`config.mk`:
```
export PLATFORM = sky130hd
export DESIGN_NAME = rbd_mgr
export DESIGN_NICKNAME = d
export VERILOG_FILES = /design/src/rtl/rbd_pkg.sv /design/src/rtl/rbd_ctrl.sv /design/src/rtl/rbd_dpath.sv /design/src/rtl/rbd_mgr.sv
export SDC_FILE = /design/constraint.sdc
export NUM_CORES = 1
export LEC_CHECK = 0
export BUFFER_PORTS_ARGS = -buffer_cell sky130_fd_sc_hd__buf_4
export CAP_MARGIN = 20
export CELL_PAD_IN_SITES_DETAIL_PLACEMENT = 1
export CELL_PAD_IN_SITES_GLOBAL_PLACEMENT = 1
export CORE_MARGIN = 2
export CORE_UTILIZATION = 35
export CTS_CLUSTER_SIZE = 10
export DETAILED_ROUTE_END_ITERATION = 12
export PLACE_DENSITY = 0.71
export SYNTH_ARGS = -nofsm -noshare
export SYNTH_HDL_FRONTEND = slang
export SYNTH_SLANG_ARGS = --single-unit
```
`constraint.sdc`:
```
create_clock -name clk -period 2.17 [get_ports clk]
set_input_delay 0.1085 -clock clk [delete_from_list [all_inputs] [get_ports clk]]
set_output_delay 0.1085 -clock clk [all_outputs]
set_load 0.02 [all_outputs]
```
`src/rtl/rbd_pkg.sv`:
```
package rbd_pkg;

  typedef enum logic [1:0] {
    EV_IDLE  = 2'd0,
    EV_START = 2'd1,
    EV_FULL  = 2'd2,
    EV_END   = 2'd3
  } evKind_e;

  typedef enum logic [1:0] {
    ST_DONE    = 2'd0,
    ST_CHAIN   = 2'd1,
    ST_TIMEOUT = 2'd2,
    ST_ABORT   = 2'd3
  } rdyStat_e;

  // Strobes from control to datapath, all for the slot named by tgt.
  typedef struct packed {
    logic     bindNew;   // load freeDesc into the slot, open it, clear age
    logic     loadTag;   // also capture evTag
    logic     closeSlot; // mark the slot closed
    logic     pushOld;   // post the slot's current descriptor
    logic     lossInc;   // a packet was dropped
    rdyStat_e status;    // status code for the post
  } strobe_t;

endpackage

```
`src/rtl/rbd_ctrl.sv`:
```
module rbd_ctrl
  import rbd_pkg::*;
#(
  parameter int NCIRC = 4,
  parameter int CW    = 2
) (
  input  logic [1:0]       evKind,
  input  logic [CW-1:0]    evCirc,
  input  logic             freeValid,
  input  logic [NCIRC-1:0] slotOpen,
  input  logic [NCIRC-1:0] slotExp,
  output strobe_t          st,
  output logic [CW-1:0]    tgt
);

  logic evOpen;
  logic evAct;
  logic found;

  always_comb begin
    st     = '0;
    tgt    = evCirc;
    evOpen = slotOpen[evCirc];
    found  = 1'b0;

    case (evKind)
      EV_START: begin
        if (evOpen) begin
          st.pushOld = 1'b1;
          st.status  = ST_ABORT;
        end
        if (freeValid) begin
          st.bindNew = 1'b1;
          st.loadTag = 1'b1;
        end else begin
          st.lossInc = 1'b1;
          if (evOpen) st.closeSlot = 1'b1;
        end
      end
      EV_FULL: begin
        if (evOpen) begin
          st.pushOld = 1'b1;
          if (freeValid) begin
            st.status  = ST_CHAIN;
            st.bindNew = 1'b1;
          end else begin
            st.status    = ST_ABORT;
            st.closeSlot = 1'b1;
            st.lossInc   = 1'b1;
          end
        end
      end
      EV_END: begin
        if (evOpen) begin
          st.pushOld   = 1'b1;
          st.closeSlot = 1'b1;
          st.status    = ST_DONE;
        end
      end
      default: ;
    endcase

    // Timeouts use the slot port only when the event leaves it free.
    evAct = st.bindNew | st.closeSlot | st.pushOld;
    if (!evAct) begin
      for (int i = 0; i < NCIRC; i++) begin
        if (slotExp[i] && !found) begin
          found        = 1'b1;
          tgt          = CW'(i);
          st.pushOld   = 1'b1;
          st.closeSlot = 1'b1;
          st.status    = ST_TIMEOUT;
        end
      end
    end
  end

endmodule

```
`src/rtl/rbd_dpath.sv`:
```
module rbd_dpath
  import rbd_pkg::*;
#(
  parameter int NCIRC    = 4,
  parameter int CW       = 2,
  parameter int DW       = 8,
  parameter int TW       = 8,
  parameter int LW       = 4,
  parameter int TO_TICKS = 4,
  localparam int AW      = $clog2(TO_TICKS + 1)
) (
  input  logic             clk,
  input  logic             rstN,
  input  strobe_t          st,
  input  logic [CW-1:0]    tgt,
  input  logic             tick,
  input  logic [TW-1:0]    evTag,
  input  logic [DW-1:0]    freeDesc,
  output logic [NCIRC-1:0] slotOpen,
  output logic [NCIRC-1:0] slotExp,
  output logic             rdyPush,
  output logic [DW-1:0]    rdyDesc,
  output logic [TW-1:0]    rdyTag,
  output logic [1:0]       rdyStatus,
  output logic             irq,
  output logic [LW-1:0]    lossCnt
);

  localparam logic [AW-1:0] AGE_LIM = AW'(TO_TICKS);

  logic [DW-1:0] descArr [NCIRC];
  logic [TW-1:0] tagArr  [NCIRC];

  for (genvar g = 0; g < NCIRC; g++) begin : gSlot
    logic          openQ;
    logic [DW-1:0] descQ;
    logic [TW-1:0] tagQ;
    logic [AW-1:0] ageQ;
    logic          hit;

    assign hit = (tgt == CW'(g));

    always_ff @(posedge clk) begin
      if (!rstN) begin
        openQ <= 1'b0;
        descQ <= '0;
        tagQ  <= '0;
        ageQ  <= '0;
      end else if (hit && st.bindNew) begin
        openQ <= 1'b1;
        descQ <= freeDesc;
        ageQ  <= '0;
        if (st.loadTag) tagQ <= evTag;
      end else if (hit && st.closeSlot) begin
        openQ <= 1'b0;
        ageQ  <= '0;
      end else if (openQ && tick && (ageQ != AGE_LIM)) begin
        ageQ <= ageQ + 1'b1;
      end
    end

    assign slotOpen[g] = openQ;
    assign slotExp[g]  = openQ && (ageQ == AGE_LIM);
    assign descArr[g]  = descQ;
    assign tagArr[g]   = tagQ;
  end

  always_ff @(posedge clk) begin
    if (!rstN) begin
      rdyPush   <= 1'b0;
      irq       <= 1'b0;
      rdyDesc   <= '0;
      rdyTag    <= '0;
      rdyStatus <= '0;
      lossCnt   <= '0;
    end else begin
      rdyPush <= st.pushOld;
      irq     <= st.pushOld;
      if (st.pushOld) begin
        rdyDesc   <= descArr[tgt];
        rdyTag    <= tagArr[tgt];
        rdyStatus <= st.status;
      end
      if (st.lossInc && (lossCnt != {LW{1'b1}})) lossCnt <= lossCnt + 1'b1;
    end
  end

endmodule

```
`src/rtl/rbd_mgr.sv`:
```
module rbd_mgr
  import rbd_pkg::*;
#(
  parameter int NCIRC    = 4,
  parameter int DW       = 8,
  parameter int TW       = 8,
  parameter int LW       = 4,
  parameter int TO_TICKS = 4,
  localparam int CW      = (NCIRC > 1) ? $clog2(NCIRC) : 1
) (
  input  logic          clk,
  input  logic          rstN,
  input  logic [1:0]    evKind,
  input  logic [CW-1:0] evCirc,
  input  logic [TW-1:0] evTag,
  input  logic          tick,
  input  logic          freeValid,
  input  logic [DW-1:0] freeDesc,
  output logic          freePop,
  output logic          rdyPush,
  output logic [DW-1:0] rdyDesc,
  output logic [TW-1:0] rdyTag,
  output logic [1:0]    rdyStatus,
  output logic          irq,
  output logic [LW-1:0] lossCnt
);

  strobe_t          st;
  logic [CW-1:0]    tgt;
  logic [NCIRC-1:0] slotOpen;
  logic [NCIRC-1:0] slotExp;

  rbd_ctrl #(.NCIRC(NCIRC), .CW(CW)) u_ctrl (
    .evKind   (evKind),
    .evCirc   (evCirc),
    .freeValid(freeValid),
    .slotOpen (slotOpen),
    .slotExp  (slotExp),
    .st       (st),
    .tgt      (tgt)
  );

  rbd_dpath #(
    .NCIRC(NCIRC), .CW(CW), .DW(DW), .TW(TW), .LW(LW), .TO_TICKS(TO_TICKS)
  ) u_dpath (
    .clk      (clk),
    .rstN     (rstN),
    .st       (st),
    .tgt      (tgt),
    .tick     (tick),
    .evTag    (evTag),
    .freeDesc (freeDesc),
    .slotOpen (slotOpen),
    .slotExp  (slotExp),
    .rdyPush  (rdyPush),
    .rdyDesc  (rdyDesc),
    .rdyTag   (rdyTag),
    .rdyStatus(rdyStatus),
    .irq      (irq),
    .lossCnt  (lossCnt)
  );

  assign freePop = st.bindNew;

endmodule

```
; Word-level counts from Yosys, hierarchy flattened
; Cells that the tools add are included.
[classes]
bitwise = 4
reduce_logical = 40
eq_ne = 15
n_mux = 51
add_sub_neg = 5
order_cmp = 2
[ops]
columns = cell, n
row1 = 2-bit two-way mux, 18
row2 = 8-bit binary-select mux with 2-bit select, 2
row3 = 8-bit two-way mux, 4
row4 = 1-bit logical AND, 24
row5 = 1-bit two-way mux, 21
row6 = 3-bit by 1-bit adder with 3-bit output (second input constant), 4
row7 = 3-bit equality test (second input constant), 4
row8 = 3-bit != test (second input constant), 4
row9 = 3-bit OR reduction, 4
row10 = 2-bit equality test (second input constant), 4
row11 = 2-bit AND reduction, 4
row12 = 2-bit nonzero test, 4
row13 = 2-bit case mux with 3 select lines, 1
row14 = 5-bit two-way mux, 1
row15 = 4-bit by 1-bit adder with 4-bit output (second input constant), 1
row16 = 2-bit by 1-bit equality test with 1-bit output (second input constant), 2
row17 = 4-bit != test (second input constant), 1
row18 = 1-bit case mux with 2 select lines, 2
row19 = 2-bit case mux with 2 select lines, 1
row20 = 3-bit greater-or-equal comparator (second input constant), 1
row21 = 1-bit logical NOT, 3
row22 = 2-bit by 3-bit less-than comparator with 1-bit output (second input constant), 1
row23 = 2-bit NOT with 3-bit output, 1
row24 = 1-bit binary-select mux with 2-bit select, 1
row25 = 3 further kinds, 4
[word_totals]
regBits = 103
elab_cells = 138
out_inout_bits = 25
in_bits = 24

; Depth between registers and ports, before layout
; Gate-level depths: netlist of the first run.
[depth]
ltp_word = 24
depth_mapped = 10
depth_no_buf = 8

; Cells and area by module
; From an unflattened synthesis of the first run, not the netlist that was laid out.
[hier_totals]
cells_unflattened = 498
hier_area_um2 = 4739.5
[by_module_without_submodules]
columns = module, n_inst, seq_area_each_um2, cells_each, area_per_inst_um2
row1 = rbd_dpath, 1, 2062.0, 462, 4473.0
row2 = rbd_ctrl, 1, 0.0, 36, 266.5

; Worst setup path after synthesis of the first run
; OpenSTA, ideal clock, no wires.
[synth_path]
path_kind = flip-flop to flip-flop
start = register u_dpath.gSlot[3].openQ
end = register u_dpath.rdyTag[0]
required_ps = 2044
stages_incl_launch_ff = 8
path_slack_ps = 175
path_buffers = 1
period_less_slack_ps = 1995
arrival_time_ps = 1869
cell_sequence = dfxtp_1 -> mux4_2 -> o211ai_2 -> nand2_4 -> mux2_4 -> buf_6 -> a222oi_1 -> a21oi_1
[synth_via]
elab_chain_len = 12
word_cells_on_any_way = 24
classes_between = mux (19) / bitwise (3) / reduce/logical (2)
[synth_rtl]
columns = element, line_no
row1 = start: declaration, rbd_dpath.sv:35  ; logic openQ;
row2 = start signal: assignment, rbd_dpath.sv:45  ; openQ <= 1'b0;
row3 = start signal: assignment, rbd_dpath.sv:50  ; openQ <= 1'b1;
row4 = start signal: assignment, rbd_dpath.sv:55  ; openQ <= 1'b0;
row5 = 1-bit binary-select mux with 2-bit select, rbd_ctrl.sv:23  ; evOpen = slotOpen[evCirc];
row6 = 1-bit two-way mux (not written as such), rbd_ctrl.sv:23
row7 = 1-bit two-way mux, "rbd_ctrl.sv:28, rbd_ctrl.sv:37"
row8 = 1-bit two-way mux, rbd_ctrl.sv:32  ; if (freeValid) begin
row9 = 2-bit case mux with 3 select lines, rbd_ctrl.sv:26  ; case (evKind)
row10 = 1-bit OR (2 in a row), rbd_ctrl.sv:64  ; evAct = st.bindNew | st.closeSlot | st.pushOld;
row11 = 2-bit two-way mux, rbd_ctrl.sv:65  ; if (!evAct) begin
row12 = 2-bit NOT with 3-bit output (not written as such), rbd_dpath.sv:81  ; rdyTag <= tagArr[tgt];
row13 = 8-bit binary-select mux with 2-bit select, rbd_dpath.sv:81
row14 = 8-bit two-way mux (not written as such) (2 in a row), rbd_dpath.sv:81
row15 = end signal: assignment, rbd_dpath.sv:81
row16 = end: declaration, rbd_dpath.sv:23  ; output logic [TW-1:0] rdyTag,
; Several ways; a longest one is shown, not always the timed one. The select of a mux whose other input is x is not followed.
; A chain may end at the register's enable or synchronous reset.

; Worst setup path after layout of the first run
[layout_path]
start = register u_dpath.gSlot[3].openQ
end = register u_dpath.rdyDesc[5]
[layout_via]
elab_chain_len = 12
word_cells_on_any_way = 24
classes_between = mux (19) / bitwise (3) / reduce/logical (2)
[layout_rtl]
columns = element, line_no
row1 = 1-bit binary-select mux with 2-bit select, rbd_ctrl.sv:23
row2 = 1-bit two-way mux (not written as such), rbd_ctrl.sv:23
row3 = 1-bit two-way mux, "rbd_ctrl.sv:28, rbd_ctrl.sv:37"
row4 = 1-bit two-way mux, rbd_ctrl.sv:32
row5 = 2-bit case mux with 3 select lines, rbd_ctrl.sv:26
row6 = 1-bit OR (2 in a row), rbd_ctrl.sv:64
row7 = 2-bit two-way mux, rbd_ctrl.sv:65
row8 = 2-bit NOT with 3-bit output (not written as such), rbd_dpath.sv:80  ; rdyDesc <= descArr[tgt];
row9 = 8-bit binary-select mux with 2-bit select, rbd_dpath.sv:80
row10 = 8-bit two-way mux (not written as such) (2 in a row), rbd_dpath.sv:80
row11 = end signal: assignment, rbd_dpath.sv:80
row12 = end: declaration, rbd_dpath.sv:22  ; output logic [DW-1:0] rdyDesc,
; Several ways; a longest one is shown, not always the timed one. The select of a mux whose other input is x is not followed.

==> results of run 1 <==
worst paths after layout:
path | start | endpoint | slack (ns) | cells after the start
hold reg to reg | u_dpath.gSlot[0].tagQ[6]$_SDFFE_PN0P_ | u_dpath.gSlot[0].tagQ[6]$_SDFFE_PN0P_ | 0.47 | 2
setup / recovery | u_dpath.gSlot[3].openQ$_SDFFE_PN0P_ | u_dpath.rdyDesc[5]$_SDFFE_PN0P_ | 0.07 | 6
setup reg to reg | u_dpath.gSlot[3].openQ$_SDFFE_PN0P_ | u_dpath.rdyDesc[5]$_SDFFE_PN0P_ | 0.07 | 6
hold / removal | evTag[5] | u_dpath.gSlot[2].tagQ[5]$_SDFFE_PN0P_ | 0.04 | 3
metal layers:
layer	wire length, um	global-route usage, %	up-vias
met4	120	5.15	0
met5	0	0	-
met3	527	4.42	9
li1	-	-	1961
met1	6030	22.8	1981
met2	7100	34.7	72
kinds of logic after synthesis:
| kind of cell | count (synthesis) | share of synthesized area (%) |
|---|---|---|
| simple gates | 192 | 19.6 |
| compound gates | 128 | 18.5 |
| flops | 103 | 43.7 |
| mux | 44 | 9.84 |
| buf+inv | 34 | 3.10 |
| fa+ha+maj | 13 | 3.45 |
| xor+xnor | 10 | 1.86 |
placed cells by master, fill, tap and decap left out, drive strengths merged, types with 2 or more instances in the layout:
cell type  count
a221oi         4
buf           75
or3            2
nand3         12
mux2i         40
inv           15
clkinv         2
ha            13
o21ba          2
nand4          3
and3           4
nand2b         7
nor3           2
a22oi          2
xor2           4
xnor2          6
a222oi        12
o21a           5
and2           6
dfxtp        103
a31oi          6
o21ai         21
clkbuf        12
nand2         87
nor2b         38
a21boi        33
mux2           4
or2            2
nor2          26
a21oi         36
metrics by stage:
| step | std cells | total power (W) | setup WS, ns | hold WS [ns] |
|---|---|---|---|---|
| after global placement | 749 | 0.00224 | -0.0311 | 0.396 |
| final | 771 | 0.00382 | 0.0676 | 0.0411 |
| after CTS | 765 | 0.00385 | 0.00913 | 0.0341 |
| after floorplan | 524 | 0.00211 | 0.175 | 0.253 |
| after detailed placement | 749 | 0.00224 | -0.0458 | 0.408 |
| after global routing | 771 | 0.00398 | -0.0475 | 0.0328 |
cell type report:
type / count / share of cell area [%]
clock inverter: 4 / 0.646
multi-input combinational: 388 / 44.4
clock buffer: 12 / 4.41
tap: 176 / 3.79
timing repair buffer: 75 / 10.4
inverter: 13 / 0.839
sequential: 103 / 35.5
registers in the layout, summed over array words and instances (netlist names):
name                 count
u_dpath.gSlot.ageQ      12
u_dpath.gSlot.descQ     32
u_dpath.rdyStatus        2
u_dpath.gSlot.openQ      4
u_dpath.rdyTag           8
u_dpath.rdyPush          1
u_dpath.gSlot.tagQ      32
u_dpath.rdyDesc          8
u_dpath.lossCnt          4
repair_timing:
| item | CTS | global route |
|---|---|---|
| gates resized for setup | 2 | 10 |
| buffers inserted | 0 | 5 |
| endpoints found under the setup margin | 5 | 16 |
| cloned | 0 | 1 |
| hold buffers | 0 | 0 |
| pin swaps | 0 | 6 |
power groups by stage:
stage / clock network (W) / registers (W) / logic [W]
3_3_place_gp: 0 / 0.00196 / 0.000280
5_1_grt: 0.00174 / 0.00192 / 0.000326
4_1_cts: 0.00165 / 0.00191 / 0.000289
2_1_floorplan: 0 / 0.00196 / 0.000152
3_5_place_dp: 0 / 0.00196 / 0.000284
6_report: 0.00161 / 0.00191 / 0.000302
worst max-delay path: stages (launching register included):
cell and delay, ns:
dfxtp_1 0.31, mux4_2 0.53, o211ai_4 0.12, nand2_4 0.14, mux2_4 0.40, a222oi_1 0.35, a21oi_1 0.11
==> impl_metrics.json, run 1 <==
{
  "synthFlopType": "dfxtp_1",
  "design_area_um2": 5810,
  "synth.top_cell.area_share_pct": 43.7,
  "post-route-util_pct": 44.1,
  "die_x_um": 120,
  "status": "finished, final reports clean",
  "max-vdd-ir-drop_uv": 404,
  "synthDistinctLibCells": 49,
  "wl_per_cell_um": 17.9,
  "relSlewSlack_pct": 51.8,
  "grt_pass1_vias": 4252,
  "yosysSeqAreaShare_pct": 43.7,
  "hpwlAfterDp_um": 9420,
  "p_int_w": 0.00289,
  "drc_errors": 0,
  "slew_violations": 0,
  "yosysMostFrequentCell": "dfxtp_1",
  "cts_tree": "done",
  "wl_um": 13800,
  "numPortBuffers": 48,
  "grt_max_degree": 52,
  "drt_iter0_markers": 238,
  "root_buffer": "clkbuf_16",
  "final-seq-area_um2": 2060,
  "first_pass_iters": 7,
  "hold_class": "in2reg",
  "setup_viol_count_final": 0,
  "dr_total_vias": 4023,
  "tightest_slew_ns": 0.723,
  "numCtsBuffers": 9,
  "antenna_found_initial": 0,
  "synth-edff-count": 0,
  "ctsLongestPathBuffers": 2,
  "die_h_um": 120,
  "cp_max_fo": 8,
  "antenna_cells": 0,
  "n_fill_cell": 1543,
  "start_util_pct": 35.8,
  "htree_num_levels": 3,
  "multi_input_area_um2": 2580,
  "critPathArrivalTime_ns": 2.33,
  "grt_usage_pct": 19.2,
  "synth_common_cells": "dfxtp_1, nand2_1, mux2i_1",
  "rsz0062_at_grt": "yes",
  "post_dp_cell_area_um2": 5400,
  "async_flop_share_pct": 0,
  "io_pins": 49,
  "antenna_left": 0,
  "coreArea_um2": 13200,
  "max_cap_viol_count": 0,
  "finalClockSkew_ns": 0.00713,
  "fin_crit_sh_pct": 96.9,
  "max_freq_mhz": 476,
  "final_hold_viol_count": 0,
  "ys_ff_latch": 103,
  "switching_share_pct": 24.4,
  "clk_latency_ns": 0.35,
  "setup_tns_ns": 0,
  "synth-warning-count": 0,
  "via_per_inst": 5.22,
  "endpoint_kind": "register",
  "p_per_area_nw_per_um2": 658,
  "nNetsFinal": 627,
  "num_rows": 42,
  "grt_pass1_wl_um": 21700,
  "cp.required_ns": 2.40,
  "syn_avg_cell_area_um2": 9.00,
  "p_leak_nw": 2.13,
  "drive_gt1_share_pct": 19.2,
  "synth.net_count": 561,
  "critPathLaunchType": "register",
  "synthesis.area_um2": 4720,
  "fin_crit_ns": 2.10,
  "gp_congestion": 0.845,
  "critPathKind": "reg2reg",
  "synth_area_leaders": "dfxtp_1, mux2i_1, nand2_1",
  "cts.sinks": 103,
  "cts.clk_slew.worst_paths_ns": 0.07,
  "synth_area_leader_cell": "dfxtp_1",
  "synthCells": 524,
  "overflow": 0,
  "pwr-share-seq_pct": 50.1,
  "area_delta_synth_final_pct": 23.2,
  "die_area_um2": 14400,
  "p_switching_w": 0.000933,
  "pwr-share-clk_pct": 42.0,
  "combPwrFrac_pct": 7.9
}
Note: power is estimated with default switching activity, not from simulation.
==> run 2, diff against run 1 <==
CORE_UTILIZATION = 30   (was 35)
PLACE_DENSITY = 0.64   (was 0.71)
==> run 2 against run 1 <==
- cell count up 4.5%
- sequential share of layout area down 0.076 points
- via count increased by 0.37%
- utilization down 5.9 points
- critical path depth did not move
- worst hold slack worse by 0.015 ns
- clock-buffer cell count fell by 1
==> impl_metrics.json, run 2 (same netlist as run 1, synthesis figures left out) <==
{
  "status": "finished, final reports clean",
  "max-vdd-ir-drop_uv": 362,
  "max_cap_viol_count": 0,
  "clk_latency_ns": 0.36,
  "relSlewSlack_pct": 50.3,
  "antenna_cells": 0,
  "coreArea_um2": 15300,
  "die_area_um2": 16700,
  "wl_per_cell_um": 17.2,
  "fin_crit_sh_pct": 98.1,
  "via_per_inst": 5.01,
  "final-seq-area_um2": 2060,
  "layout.cells.most_common_list": "dfxtp_1, nand2_1, buf_4, mux2i_1, nor2b_1",
  "numPortBuffers": 48,
  "hold_class": "in2reg",
  "critPathKind": "reg2reg",
  "start_util_pct": 30.9,
  "htree_num_levels": 3,
  "dr_total_vias": 4038,
  "finalClockSkew_ns": 0.00854,
  "root_buffer": "clkbuf_16",
  "ctsLongestPathBuffers": 2,
  "cts.sinks": 103,
  "grt_max_degree": 77,
  "tightest_slew_ns": 0.744,
  "design_area_um2": 5830,
  "setup_viol_count_final": 0,
  "numCtsBuffers": 9,
  "hpwlAfterDp_um": 9620,
  "endpoint_kind": "register",
  "num_rows": 45,
  "cp_max_fo": 16,
  "drt_iter0_markers": 190,
  "first_pass_iters": 7,
  "cp.required_ns": 2.40,
  "cts.clk_slew.worst_paths_ns": 0.07,
  "p_per_area_nw_per_um2": 684,
  "fin_crit_ns": 2.13,
  "area_delta_synth_final_pct": 23.5,
  "power.total_w": 0.00399,
  "top_regs": "u_dpath.gSlot.descQ (32), u_dpath.gSlot.tagQ (32), u_dpath.gSlot.ageQ (12)",
  "die_x_um": 129,
  "post_dp_cell_area_um2": 5480,
  "die_h_um": 129,
  "slew_violations": 0,
  "final_hold_viol_count": 0,
  "grt_pass1_wl_um": 22300,
  "critPathArrivalTime_ns": 2.36,
  "p_leak_nw": 2.12,
  "final_common_cell": "dfxtp_1",
  "grt_pass1_vias": 4261,
  "wl_um": 13900,
  "antenna_found_initial": 0,
  "n_fill_cell": 1768,
  "overflow": 0,
  "critPathLaunchType": "register",
  "antenna_left": 0,
  "max_freq_mhz": 470,
  "io_pins": 49,
  "dp_cells": 788,
  "drive_gt1_share_pct": 18.3,
  "grt_usage_pct": 17.2,
  "stdcell_count": 806,
  "rsz0062_at_grt": "yes",
  "drc_errors": 0,
  "cts_tree": "done",
  "nNetsFinal": 627,
  "gp_congestion": 0.840,
  "multi_input_area_um2": 2520,
  "rrSetupSlack_ns": 0.04
}
## run 2: cell count changes in the layout (fill, tap and decap cells not counted), moves of 2 or more
cell / before / now
bufinv_16: 0 / 2
buf_4: 71 / 73
clkbuf_8: 2 / 0
a221oi_1: 2 / 4
nand3_2: 3 / 1
a221oi_2: 2 / 0
nand3_1: 9 / 11
## run 2: worst paths after layout
kind	startpoint	end	depth (start not counted)
setup / recovery	u_dpath.gSlot[3].openQ$_SDFFE_PN0P_	u_dpath.rdyTag[1]$_SDFFE_PN0P_	6
hold / removal	evTag[2]	u_dpath.gSlot[1].tagQ[2]$_SDFFE_PN0P_	3
setup reg to reg	u_dpath.gSlot[3].openQ$_SDFFE_PN0P_	u_dpath.rdyTag[1]$_SDFFE_PN0P_	6
hold reg to reg	u_dpath.gSlot[3].tagQ[6]$_SDFFE_PN0P_	u_dpath.gSlot[3].tagQ[6]$_SDFFE_PN0P_	2
## run 2: metal layers
metal	vias to the layer above	routed length [um]	track usage [%]
li1	1957	-	-
met1	2000	6370	22.1
met2	66	6860	29.3
met3	15	466	3.96
met4	0	161	4.49
met5	-	0	0
## run 2: report_power, final
group,total [W],switching (W),internal [W]
sequential,0.00191,0.00000949,0.00190
combinational,0.000294,0.000171,0.000123
clock,0.00178,0.000753,0.00103
total,0.00399,0.000933,0.00305
## run 2: worst max-delay path, cell delays in order (launching register included)
cell and delay, ns:
dfxtp_1 0.32, mux4_2 0.53, o211ai_2 0.13, nand2_4 0.10
mux2_4 0.43, a222oi_1 0.36, a21oi_1 0.12
## run 2: cell type report
| type | instances | share of cell area [%] |
|---|---|---|
| multi-input cells | 387 | 43.3 |
| flip-flops and latches | 103 | 35.4 |
| repair buffers | 76 | 10.4 |
| well taps | 211 | 4.53 |
| clock buffers | 11 | 3.99 |
| clock inverters | 5 | 1.52 |
| inverters | 13 | 0.838 |
## run 2: timing repair
item                                    in CTS  in global routing
endpoints found under the setup margin       6                 12
resized for setup                            1                  1
hold buffers                                 0                  0
pin swaps                                    0                  3
setup buffers                                0                  2
## run 2: through the flow
| stage | setup TNS (ns) | util, % | setup slack (ns) | hold WS [ns] |
|---|---|---|---|---|
| floorplan | 0 | - | 0.175 | 0.253 |
| global placement | 0 | 35.9 | 0.0117 | 0.394 |
| detailed placement | -0.0282 | 35.9 | -0.0154 | 0.403 |
| CTS | 0 | 38.0 | 0.0439 | 0.0174 |
| global route | -0.335 | 38.2 | -0.0525 | 0.0201 |
| finish | 0 | 38.2 | 0.0402 | 0.0259 |
==> run 3, diff against run 2 <==
CORE_UTILIZATION = 45   (was 30)
PLACE_DENSITY = 0.86   (was 0.64)
clock period = 2.05 ns   (was 2.17 ns; I/O delays follow)
==> run 3 against run 2 <==
- the run now ends with negative setup slack left
- clock power decreased by 28%
- design area increased by 2.3%
- combinational power increased by 24%
- non-clock buffer count increased by 13
- global-route usage increased by 10 points
- critical endpoint is now u_dpath.gSlot[3].openQ$_SDFFE_PN0P_
- largest cell class unchanged
- largest power group unchanged
- highest routed layer unchanged
==> impl_metrics.json, run 3 (same netlist as run 1, synthesis figures left out) <==
{
  "antenna_left": 0,
  "ff2ff_path_depth": 8,
  "top_regs": "u_dpath.gSlot.descQ (32), u_dpath.gSlot.tagQ (32), u_dpath.gSlot.ageQ (12)",
  "rsz0062_at_grt": "yes",
  "grt_usage_pct": 27.7,
  "io_pins": 49,
  "setup_viol_count_final": 22,
  "stdcell_count": 745,
  "rrSetupSlack_ns": -0.17,
  "cp.required_ns": 2.33,
  "fin_crit_ns": 2.22,
  "drive_gt1_share_pct": 25.0,
  "grt_max_degree": 77,
  "min_from": "freeDesc[4]",
  "cts.sinks": 103,
  "max_cap_viol_count": 0,
  "start_util_pct": 46.1,
  "numPortBuffers": 48,
  "antenna_cells": 0,
  "grt_pass1_wl_um": 24200,
  "finalClockSkew_ns": 0.0216,
  "wl_per_cell_um": 22.1,
  "cp_max_fo": 7,
  "grt_pass1_vias": 4726,
  "die_x_um": 106,
  "critPathLaunchType": "register",
  "dp_cells": 717,
  "first_pass_iters": 5,
  "tightest_slew_ns": 0.526,
  "critPathArrivalTime_ns": 2.50,
  "post_dp_cell_area_um2": 5460,
  "r2r_end": "u_dpath.gSlot[3].openQ$_SDFFE_PN0P_",
  "endpoint_kind": "register",
  "overflow": 0,
  "max_freq_mhz": 450,
  "cts_tree": "done",
  "setup_tns_ns": -1.67,
  "hold_class": "in2reg",
  "layout.cells.most_common_list": "dfxtp_1, nand2_1, buf_4, mux2i_1, nor2b_1",
  "hpwlAfterDp_um": 10400,
  "n_fill_cell": 1180,
  "numCtsBuffers": 9,
  "coreArea_um2": 10200,
  "gp_congestion": 0.920,
  "critPathKind": "reg2reg",
  "design_area_um2": 5960,
  "area_delta_synth_final_pct": 26.3,
  "relSlewSlack_pct": 64.7,
  "violations": "negative setup slack",
  "dr_total_vias": 4424,
  "cts.clk_slew.worst_paths_ns": 0.11,
  "die_h_um": 106,
  "root_buffer": "clkbuf_8",
  "worst_slack_ns": -0.171,
  "ctsHoldBuffers": 0,
  "final_common_cell": "dfxtp_1",
  "hold-path-cell-count": 3,
  "max-vdd-ir-drop_uv": 326,
  "wl_um": 16500,
  "antenna_found_initial": 0,
  "holdPathEnd": "u_dpath.gSlot[0].descQ[4]$_SDFFE_PN0P_",
  "fin_crit_sh_pct": 108,
  "drc_errors": 0,
  "final_hold_viol_count": 0,
  "ctsLongestPathBuffers": 2,
  "slew_violations": 0,
  "drt_iter0_markers": 493,
  "clk_latency_ns": 0.39,
  "via_per_inst": 5.94,
  "status": "complete, but fails checks",
  "power.total_w": 0.00368,
  "p_per_area_nw_per_um2": 617,
  "nNetsFinal": 641,
  "htree_num_levels": 3,
  "p_leak_nw": 2.21,
  "num_rows": 37,
  "r2r_start": "u_dpath.gSlot[3].openQ$_SDFFE_PN0P_",
  "die_area_um2": 11300
}
[run 3: cell types whose count changed in the layout (fill, tap and decap cells not counted), moves of 4 or more]
cell | previous run | this run
buf_4 | 73 | 80
a21oi_2 | 1 | 6
clkbuf_8 | 0 | 10
clkbuf_16 | 9 | 0
nand3_1 | 11 | 7
a221oi_1 | 4 | 0
buf_12 | 3 | 7
a21oi_1 | 35 | 30
[run 3: worst max-delay path: stages, from the launching register on]
cell and delay, ns:
dfxtp_2 0.34, mux4_2 0.54, o211ai_4 0.13, nand2_4 0.15, buf_4 0.17, buf_4 0.14
or3_4 0.42, a31oi_4 0.17, nor2b_1 0.07
[run 3: repair_timing]
item | 4_1_cts | 5_1_grt
buffers inserted | 2 | 9
endpoints found under the setup margin | 14 | 29
gates resized for setup | 7 | 35
pin swaps | 5 | 10
cloned | 1 | 0
[run 3: cell type report]
| class | instances | area (um^2) | area share, % |
|---|---|---|---|
| Sequential cell | 103 | 2060 | 34.6 |
| Clock buffer | 10 | 138 | 2.31 |
| Tap cell | 136 | 170 | 2.85 |
| Multi-Input combinational cell | 388 | 2710 | 45.5 |
| Inverter | 13 | 48.8 | 0.819 |
| Clock inverter | 6 | 62.6 | 1.05 |
| Timing Repair Buffer | 89 | 763 | 12.8 |
[run 3: worst max-delay path by stage]
stage / start / to / slack, ns
finish: u_dpath.gSlot[3].openQ$_SDFFE_PN0P_ / u_dpath.gSlot[3].openQ$_SDFFE_PN0P_ / -0.17
global route: u_dpath.gSlot[1].ageQ[0]$_SDFFE_PP0P_ / u_dpath.rdyDesc[1]$_SDFFE_PN0P_ / -0.22
CTS: u_dpath.gSlot[3].ageQ[0]$_SDFFE_PP0P_ / u_dpath.rdyDesc[7]$_SDFFE_PN0P_ / -0.06
detailed placement: evKind[0] / u_dpath.rdyDesc[1]$_SDFFE_PN0P_ / -0.14
global placement: evKind[0] / u_dpath.rdyDesc[3]$_SDFFE_PN0P_ / 0.05
floorplan: u_dpath.gSlot[3].openQ$_SDFFE_PN0P_ / u_dpath.rdyTag[0]$_SDFFE_PN0P_ / 0.05
[run 3: metal layers]
metal | up-vias | global-route usage [%] | routed length, um
met4 | 0 | 12.6 | 681
met3 | 57 | 4.90 | 1010
met5 | - | 0 | 0
met1 | 2176 | 32.3 | 6280
met2 | 199 | 49.2 | 8520
li1 | 1992 | - | -
[run 3: per-stage QoR]
step                      setup slack [ns]  hold slack, ns  utilization, %
final                               -0.171         0.00343            58.3
after detailed placement            -0.143           0.401            53.4
after floorplan                     0.0550           0.247               -
after global placement              0.0484           0.386            53.4
after CTS                          -0.0648         0.00691            56.0
after global routing                -0.225         0.00389            58.3
[run 3: power breakdown]
part | internal, W | switching, W | total (W)
logic | 0.000153 | 0.000211 | 0.000364
clock network | 0.000507 | 0.000780 | 0.00129
registers | 0.00202 | 0.0000124 | 0.00203
